### config.mk
export PLATFORM = sky130hd
export DESIGN_NAME = dma_stat_agg
export DESIGN_NICKNAME = d
export VERILOG_FILES = /design/src/rtl/dma_stat_pkg.sv /design/src/rtl/dma_chan_csr.sv /design/src/rtl/dma_irq_sum.sv /design/src/rtl/dma_stat_agg.sv
export SDC_FILE = /design/constraint.sdc
export NUM_CORES = 1
export LEC_CHECK = 0
export BUFFER_PORTS_ARGS = -buffer_cell sky130_fd_sc_hd__buf_2
export CAP_MARGIN = 0
export CORE_MARGIN = 1.5
export CORE_UTILIZATION = 45
export CTS_CLUSTER_DIAMETER = 60
export DETAILED_ROUTE_END_ITERATION = 6
export GPL_TIMING_DRIVEN = 0
export PLACE_DENSITY = 0.83
export SLEW_MARGIN = 15
export SYNTH_ARGS = -nofsm -noshare
export SYNTH_HDL_FRONTEND = slang
export SYNTH_SLANG_ARGS = --single-unit
### constraint.sdc
create_clock -name clk -period 1.8 [get_ports clk]
set_input_delay 0.45 -clock clk [delete_from_list [all_inputs] [get_ports clk]]
set_output_delay 0.45 -clock clk [all_outputs]
set_load 0.1 [all_outputs]
### src/rtl/dma_stat_pkg.sv
package dma_stat_pkg;
  localparam int B_BUSERR  = 0;
  localparam int B_START   = 1;
  localparam int B_END     = 2;
  localparam int B_STOP    = 3;
  localparam int B_RAS     = 4;
  localparam int B_REQ     = 8;
  localparam int B_EOR     = 9;
  localparam int B_CMP     = 10;
  localparam int B_MASKRUN = 22;
  localparam int B_RASEN   = 23;
  localparam int B_CMPCLR  = 24;
  localparam int B_CMPSET  = 25;
  localparam int B_EOREN   = 28;
  localparam int B_STOPEN  = 29;
  localparam int B_NOFETCH = 30;
  localparam int B_RUN     = 31;
  localparam logic [31:0] CTRL_MASK = 32'hFCC0_0000;

  typedef struct packed {
    logic buserr;
    logic start;
    logic done;
    logic stop;
    logic ras;
    logic eor;
    logic cmp;
  } flags_t;

  localparam flags_t FLAGS_RST = '{buserr: 1'b0, start: 1'b0, done: 1'b0,
                                   stop: 1'b1, ras: 1'b0, eor: 1'b0, cmp: 1'b0};
endpackage

### src/rtl/dma_chan_csr.sv
module dma_chan_csr
  import dma_stat_pkg::*;
(
  input  logic        clk,
  input  logic        rst_n,
  input  logic        wr,
  input  logic [31:0] wr_data,
  input  logic        req,
  input  logic        ev_buserr,
  input  logic        ev_start,
  input  logic        ev_end,
  input  logic        ev_stop,
  input  logic        ev_ras,
  input  logic        ev_eor,
  output logic [31:0] csr,
  output logic        irq_src,
  output logic        start_pulse,
  output logic        start_fetch
);
  flags_t      fl_q, fl_d;
  logic [31:0] ctrl_q;

  always_comb begin
    fl_d = fl_q;
    if (wr) begin
      if (wr_data[B_BUSERR]) fl_d.buserr = 1'b0;
      if (wr_data[B_START])  fl_d.start  = 1'b0;
      if (wr_data[B_END])    fl_d.done   = 1'b0;
      if (wr_data[B_EOR])    fl_d.eor    = 1'b0;
      if (wr_data[B_RUN]) begin
        fl_d.stop = 1'b0;
        fl_d.ras  = 1'b0;
      end else if (!wr_data[B_MASKRUN]) begin
        fl_d.stop = 1'b1;
      end
      if (wr_data[B_CMPCLR]) fl_d.cmp = 1'b0;
      if (wr_data[B_CMPSET]) fl_d.cmp = 1'b1;
    end
    // events are applied last so they win over a same-cycle clear
    if (ev_buserr) fl_d.buserr = 1'b1;
    if (ev_start)  fl_d.start  = 1'b1;
    if (ev_end)    fl_d.done   = 1'b1;
    if (ev_stop)   fl_d.stop   = 1'b1;
    if (ev_ras)    fl_d.ras    = 1'b1;
    if (ev_eor)    fl_d.eor    = 1'b1;
  end

  always_ff @(posedge clk) begin
    if (!rst_n) begin
      fl_q        <= FLAGS_RST;
      ctrl_q      <= '0;
      start_pulse <= 1'b0;
      start_fetch <= 1'b0;
    end else begin
      fl_q        <= fl_d;
      if (wr) ctrl_q <= wr_data & CTRL_MASK;
      start_pulse <= wr & wr_data[B_RUN];
      start_fetch <= wr & wr_data[B_RUN] & ~wr_data[B_NOFETCH];
    end
  end

  always_comb begin
    csr           = ctrl_q;
    csr[B_BUSERR] = fl_q.buserr;
    csr[B_START]  = fl_q.start;
    csr[B_END]    = fl_q.done;
    csr[B_STOP]   = fl_q.stop;
    csr[B_RAS]    = fl_q.ras;
    csr[B_REQ]    = req;
    csr[B_EOR]    = fl_q.eor;
    csr[B_CMP]    = fl_q.cmp;
  end

  assign irq_src = (fl_q.stop & ctrl_q[B_STOPEN]) |
                   (fl_q.eor  & ctrl_q[B_EOREN])  |
                   (fl_q.ras  & ctrl_q[B_RASEN])  |
                   fl_q.start | fl_q.done;


  run_pulse_chk: assert property (@(posedge clk) disable iff (!rst_n)
    (wr && wr_data[B_RUN]) |=> start_pulse);

  stop_set_chk: assert property (@(posedge clk) disable iff (!rst_n)
    (wr && !wr_data[B_RUN] && !wr_data[B_MASKRUN]) |=> csr[B_STOP]);

  cmp_set_chk: assert property (@(posedge clk) disable iff (!rst_n)
    (wr && wr_data[B_CMPSET]) |=> csr[B_CMP]);

  start_clr_chk: assert property (@(posedge clk) disable iff (!rst_n)
    (wr && wr_data[B_START] && !ev_start) |=> !csr[B_START]);

  end_irq_chk: assert property (@(posedge clk) disable iff (!rst_n)
    ev_end |=> irq_src);
endmodule

### src/rtl/dma_irq_sum.sv
module dma_irq_sum #(
  parameter int NCH = 8
) (
  input  logic [NCH-1:0] src,
  output logic [31:0]    summary,
  output logic           irq
);
  generate
    for (genvar c = 0; c < 32; c++) begin : g_bit
      if (c < NCH) begin : g_used
        assign summary[c] = src[c];
      end else begin : g_pad
        assign summary[c] = 1'b0;
      end
    end
  endgenerate

  assign irq = |src;
endmodule

### src/rtl/dma_stat_agg.sv
module dma_stat_agg #(
  parameter int NCH = 8,
  localparam int CHW = (NCH > 1) ? $clog2(NCH) : 1
) (
  input  logic            clk,
  input  logic            rst_n,
  input  logic            wr_en,
  input  logic [CHW-1:0]  wr_ch,
  input  logic [31:0]     wr_data,
  input  logic [CHW-1:0]  rd_ch,
  output logic [31:0]     rd_data,
  input  logic [NCH-1:0]  req_active,
  input  logic [NCH-1:0]  ev_buserr,
  input  logic [NCH-1:0]  ev_start,
  input  logic [NCH-1:0]  ev_end,
  input  logic [NCH-1:0]  ev_stop,
  input  logic [NCH-1:0]  ev_ras,
  input  logic [NCH-1:0]  ev_eor,
  output logic [NCH-1:0]  start_pulse,
  output logic [NCH-1:0]  start_fetch,
  output logic [31:0]     int_summary,
  output logic            irq
);
  logic [31:0]    csr_arr [NCH];
  logic [NCH-1:0] src;

  generate
    for (genvar c = 0; c < NCH; c++) begin : g_ch
      dma_chan_csr u_ch (
        .clk         (clk),
        .rst_n       (rst_n),
        .wr          (wr_en && (int'(wr_ch) == c)),
        .wr_data     (wr_data),
        .req         (req_active[c]),
        .ev_buserr   (ev_buserr[c]),
        .ev_start    (ev_start[c]),
        .ev_end      (ev_end[c]),
        .ev_stop     (ev_stop[c]),
        .ev_ras      (ev_ras[c]),
        .ev_eor      (ev_eor[c]),
        .csr         (csr_arr[c]),
        .irq_src     (src[c]),
        .start_pulse (start_pulse[c]),
        .start_fetch (start_fetch[c])
      );
    end
  endgenerate

  always_comb begin
    rd_data = '0;
    for (int c = 0; c < NCH; c++)
      if (int'(rd_ch) == c) rd_data = csr_arr[c];
  end

  dma_irq_sum #(.NCH(NCH)) u_sum (
    .src     (src),
    .summary (int_summary),
    .irq     (irq)
  );


  irq_follow_chk: assert property (@(posedge clk) disable iff (!rst_n)
    (ev_start != '0) |=> irq);
endmodule

After elaboration in Yosys (flattened, before gate mapping) --
Index checks and enable logic that the tools add are counted.
Storage, ports and cells: flip-flop bits (word level) 136, input port bits 97, logic and storage cells 390, output and inout bits 81
Cells by class: multiplexer cells 65, equal/unequal tests 15, reductions and logical operators 156, bitwise logic cells 74
Operators by type and width (number):
- $mux 32 | 8
- $reduce_bool 2->1 | 81
- $reduce_and 2->1 | 56
- $mux 7 | 8
- $mux 1 | 49
- $and 1x1->1 | 40
- $or 1x1->1 | 32
- $eq 3x3->1 const B | 8
- $reduce_or 2->1 | 8
- $eq 3x2->1 const B | 4
- $logic_and 1x1->1 | 8
- $reduce_or 8->1 | 1
- $eq 3x1->1 const B | 2
- $logic_not 3->1 | 2
- $ne 2x1->1 const B | 1
- $not 1->1 | 2

Longest topological paths before layout --
depth after elaboration 9, gate-level depth with buffers 7, gate-level depth less buffers 4

By module --
A second synthesis with hierarchy kept.
Unflattened totals: cells, all modules 1067, area total of the unflattened synthesis 9170.0 um^2
Modules (own cells, without submodules):
- dma_chan_csr | area each 778.2 um^2, seq. area each 340.3 um^2, instances 8, cells an instance 80
- dma_stat_agg | area each 2683.8 um^2, seq. area each 0.0 um^2, instances 1, cells an instance 391
- dma_irq_sum | area each 260.2 um^2, seq. area each 0.0 um^2, instances 1, cells an instance 36

Least setup slack after synthesis --
OpenSTA, ideal clock, no wires.
kind input-to-output, start input port rd_ch[2], end output port rd_data[23], data required time 1.350 ns, arrival 3.333 ns, stages on the path 6, buffers on the path 2, setup slack -1.983 ns, cells stage by stage buf_2 > or2_2 > clkbuf_1 > o32ai_1 > a211oi_1 > o21ai_0
Between the ends: longest elaborated chain between the ends 9, elaborated cells on any way between the ends 16, those cells by class eq/ne: 7; mux: 8; reduce/logical: 1
Ends and longest elaborated chain:
- start: declaration | RTL line dma_stat_agg.sv:10 | input logic [CHW-1:0] rd_ch,
- $logic_not 3->1 | RTL line dma_stat_agg.sv:52 | if (int'(rd_ch) == c) rd_data = csr_arr[c];
- $mux 32 (7 in a row) | RTL line dma_stat_agg.sv:52
- $mux 32 (*) | RTL line dma_stat_agg.sv:52
- end: declaration | RTL line dma_stat_agg.sv:11 | output logic [31:0] rd_data,
Mark *: on every way between the ends. The rest lies on a longest branch, timed or not.

Worst setup path in the final report --
start register g_ch[6].u_ch.ctrl_q[23], end output port irq
Between the ends: longest elaborated chain between the ends 5
Ends and longest elaborated chain:
- start: declaration | RTL line dma_chan_csr.sv:21 | logic [31:0] ctrl_q;
- start signal: assignment | RTL line dma_chan_csr.sv:56 | if (wr) ctrl_q <= wr_data & CTRL_MASK;
- $and 1x1->1 | RTL line dma_chan_csr.sv:76 | (fl_q.ras & ctrl_q[B_RASEN]) |
- $or 1x1->1 | RTL line dma_chan_csr.sv:75 | (fl_q.eor & ctrl_q[B_EOREN]) |
- $or 1x1->1 | RTL line dma_chan_csr.sv:76
- $or 1x1->1 | RTL line dma_chan_csr.sv:77 | fl_q.start | fl_q.done;
- net g_ch[6].u_ch.irq_src | RTL line dma_chan_csr.sv:16 | output logic irq_src,
- $reduce_or 8->1 | RTL line dma_irq_sum.sv:18 | assign irq = |src;
- end: declaration | RTL line dma_stat_agg.sv:22 | output logic irq
The timed path passes the listed nets, and every way through them passes these cells.

==> run metrics <==
DR vias/cell=5.727; WL/cell=20.27 µm; Slew Limit Fails=0; area of the die=15,860 µm²; antenna violations before repair=2; synth unique cells=46; Die Width=126.0 µm; Setup TNS=-8457 ps; Worst R2R Setup Slack=950 ps; Max-slew headroom=52.16%; drc violations=11; WP data required=1350 ps; first drt pass iteration count=7; clk root buf=clkbuf_16; Clk pin slew, worst setup/hold paths=60 ps; critical path arrival=1900 ps; Detailed Route WL=24,610 µm; Starting Density=46.45%; Post-synth EDFFs=0; hold_buf cts=0; Compound-Gate Fraction of Synth Area=19.04%; Synth Flop Type=dfxtp_1; register area share after synthesis=40.02%; Skew-Pair Late Insertion Delay=420 ps; static leakage=0.003962 µW; Synth async-reset ratio=0%; H-tree levels=4; vias in the first global route=6,619; fmax=424.7 MHz; min Tclk post-route=2355 ps; Crit. End Element=primary output; #FFs+latches synth=136; CTS tree=built; worst slew pin tran=717.6 ps; DR vias=6,953; Ys Warns=0; PD cells=879.2 nW/µm²; largest net degree at the start of global routing=17; Final Cycle Share=130.8%; Critical Path Source Type=flop; failing checks=DRC, setup timing; Worst Hold Class=in -> reg; final hold vios=0; clk sinks=136; Max IR drop VDD=0.0007101 V; first-pass GRT wire length=36,470 µm; 1st-iter DRT viols=952; largest family of logic cells by synthesized area=simple AND/OR/NAND/NOR gates; total core area=14,640 µm²; post-synthesis adder-cell area fraction=0%; total power draw=8646 µW; fillcell total=1,060; worst-path maximum fanout=3; status=finished, violations left; Antenna diodes=0; Ports=178; Synth Area in Simple Gates=23.06%; Final Util=67.15%; critical path class=reg -> out; non-filler cells, final=1,214; Final Wtd Congestion=0.9557; FP Rows=44; die span in y=126.0 µm; nets=1,116; share of cells above drive strength 1=37.48%; Overflow after GRT=0; Mapped Cells=830; Final WS setup=-554.5 ps; aggregate global-route resource usage=30.31%; final setup fails=25; max_cap viols=0; IO Port Bufs=104; mapped cell area=6803 µm²; Final ANT Viol Nets=0; Detailed Place HPWL=15,700 µm; Synth Area in XOR/XNOR=0%; total CTS buffers=17; Longest Clk Path Bufs=2; Syn Area/Cell=8.196 µm²; skew final=0 ps; Inst Count DP=1,157; RSZ-0062 raised after global routing=true; Synth-to-Final Area Change=44.55%; proportion of synthesized area in mux cells=4.690%
==> logic make-up (layout without fill, tap and decap cells) <==
family          after synthesis  count (layout)
other cells                   1              40
buf+inv                     142             303
flops                       136             136
simple gates                330             330
mux                          23              23
compound gates              198             198
==> worst max-delay path, cell delays in order, from the launching register on <==
cell and delay, ps:
dfxtp_1 340, a22oi_2 210, nand2_2 110, nor4_4 450
nand4bb_4 170, buf_12 200
==> layer usage <==
metal  global-route usage (%)  share of wire [%]
met5                        0              0.049
met2                    49.42                 46
met1                    36.28                 36
met3                    9.431                 12
met4                    15.15                4.9
==> synthesized netlist by cell type (2+ instances only) <==
cell / instances / area share, %
or2_2: 3 / 0.28
nand2_1: 201 / 11
nand4b_1: 4 / 0.51
nor3_1: 2 / 0.15
and4b_1: 3 / 0.44
mux4_2: 7 / 2.3
nand3_1: 4 / 0.29
a21oi_1: 52 / 3.8
and3_1: 2 / 0.18
nor2_1: 37 / 2.0
a22oi_1: 16 / 1.8
inv_1: 8 / 0.44
mux2i_1: 15 / 2.2
buf_6: 4 / 0.66
and4bb_2: 3 / 0.55
nor3b_1: 2 / 0.22
nand4bb_1: 4 / 0.66
o21ai_1: 2 / 0.15
clkbuf_1: 24 / 1.3
buf_2: 27 / 2.0
o21a_1: 2 / 0.22
buf_4: 79 / 8.7
a21boi_0: 55 / 6.1
dfxtp_1: 136 / 40
o32ai_1: 7 / 0.90
nor2b_1: 48 / 4.4
o21ai_0: 28 / 2.1
o211ai_1: 4 / 0.44
nand3b_1: 10 / 1.1
a21boi_1: 9 / 0.99
a211oi_1: 17 / 1.9
==> area by class of cell <==
type / count / area (µm²) / area share [%]
multi-input combinational: 591 / 4006 / 40.74
sequential: 136 / 2748 / 27.94
timing repair buffer: 136 / 1297 / 13.20
buffer: 129 / 978.4 / 9.950
clock buffer: 27 / 503.0 / 5.115
tap: 184 / 230.2 / 2.341
clock inverter: 3 / 40.04 / 0.4072
inverter: 8 / 30.03 / 0.3054
==> flip-flops by register name (all words and copies together) (netlist names) <==
name                   flops
g_ch.u_ch.start_pulse      8
g_ch.u_ch.csr             56
g_ch.u_ch.ctrl_q          64
g_ch.u_ch.start_fetch      8
==> placed cells by master, fill, tap and decap left out, types with 3 or more instances in the layout <==
| master | count |
|---|---|
| nand2_1 | 188 |
| a21boi_1 | 9 |
| a21oi_1 | 50 |
| buf_6 | 21 |
| clkbuf_1 | 25 |
| nand2_4 | 5 |
| nand2_2 | 6 |
| o21ai_1 | 4 |
| a211oi_4 | 4 |
| nand3b_1 | 10 |
| buf_8 | 6 |
| buf_4 | 86 |
| nand3_1 | 4 |
| buf_12 | 31 |
| nor2_1 | 35 |
| o32ai_4 | 4 |
| a22oi_1 | 8 |
| mux2i_2 | 3 |
| and4b_1 | 3 |
| and4bb_2 | 3 |
| a22oi_2 | 8 |
| clkbuf_16 | 17 |
| nand4b_1 | 4 |
| a211oi_2 | 13 |
| conb_1 | 40 |
| clkbuf_8 | 7 |
| buf_2 | 95 |
| mux4_2 | 7 |
| nor2b_1 | 47 |
| o32ai_2 | 3 |
| o211ai_1 | 4 |
| dfxtp_2 | 17 |
| dfxtp_1 | 118 |
| nand4bb_1 | 3 |
| inv_1 | 8 |
| o21ai_4 | 11 |
| mux2i_1 | 8 |
| a21boi_0 | 55 |
| mux2i_4 | 4 |
| o21ai_0 | 13 |
==> final timing paths <==
check        cells past startpoint                                   end                                 start
min                              2      g_ch[1].u_ch.csr[3]$_SDFFE_PP1P_                            ev_stop[1]
min reg2reg                      2  g_ch[7].u_ch.ctrl_q[26]$_SDFFE_PN0P_  g_ch[7].u_ch.ctrl_q[26]$_SDFFE_PN0P_
max                              5                                   irq  g_ch[6].u_ch.ctrl_q[23]$_SDFFE_PN0P_
max reg2reg                      2      g_ch[4].u_ch.csr[3]$_SDFFE_PP1P_      g_ch[4].u_ch.csr[3]$_SDFFE_PP1P_
==> report_power, final <==
group / internal, µW / switching, µW / total, µW
Clock: 2030 / 1240 / 3270
Combinational: 760 / 1400 / 2160
Sequential: 3120 / 99.7 / 3220
==> what timing repair did <==
item | 4_1_cts | 5_1_grt
buffers inserted | 26 | 5
pin swaps | 33 | 25
setup endpoints to repair | 25 | 25
cloned | 5 | 0
resized for setup | 199 | 43
==> stage by stage <==
stage | hold slack, ps | setup WS [ps] | area (µm²)
after detailed placement | 446.3 | -1010 | 8089
after CTS | 201.7 | -525.7 | 9703
after global placement | 439.6 | -992.1 | 8089
after global routing | 203.5 | -659.5 | 9833
final | 202.5 | -554.5 | 9833
after floorplan | 432.1 | -315.1 | 7338
Power figures use the tool's default switching activity.
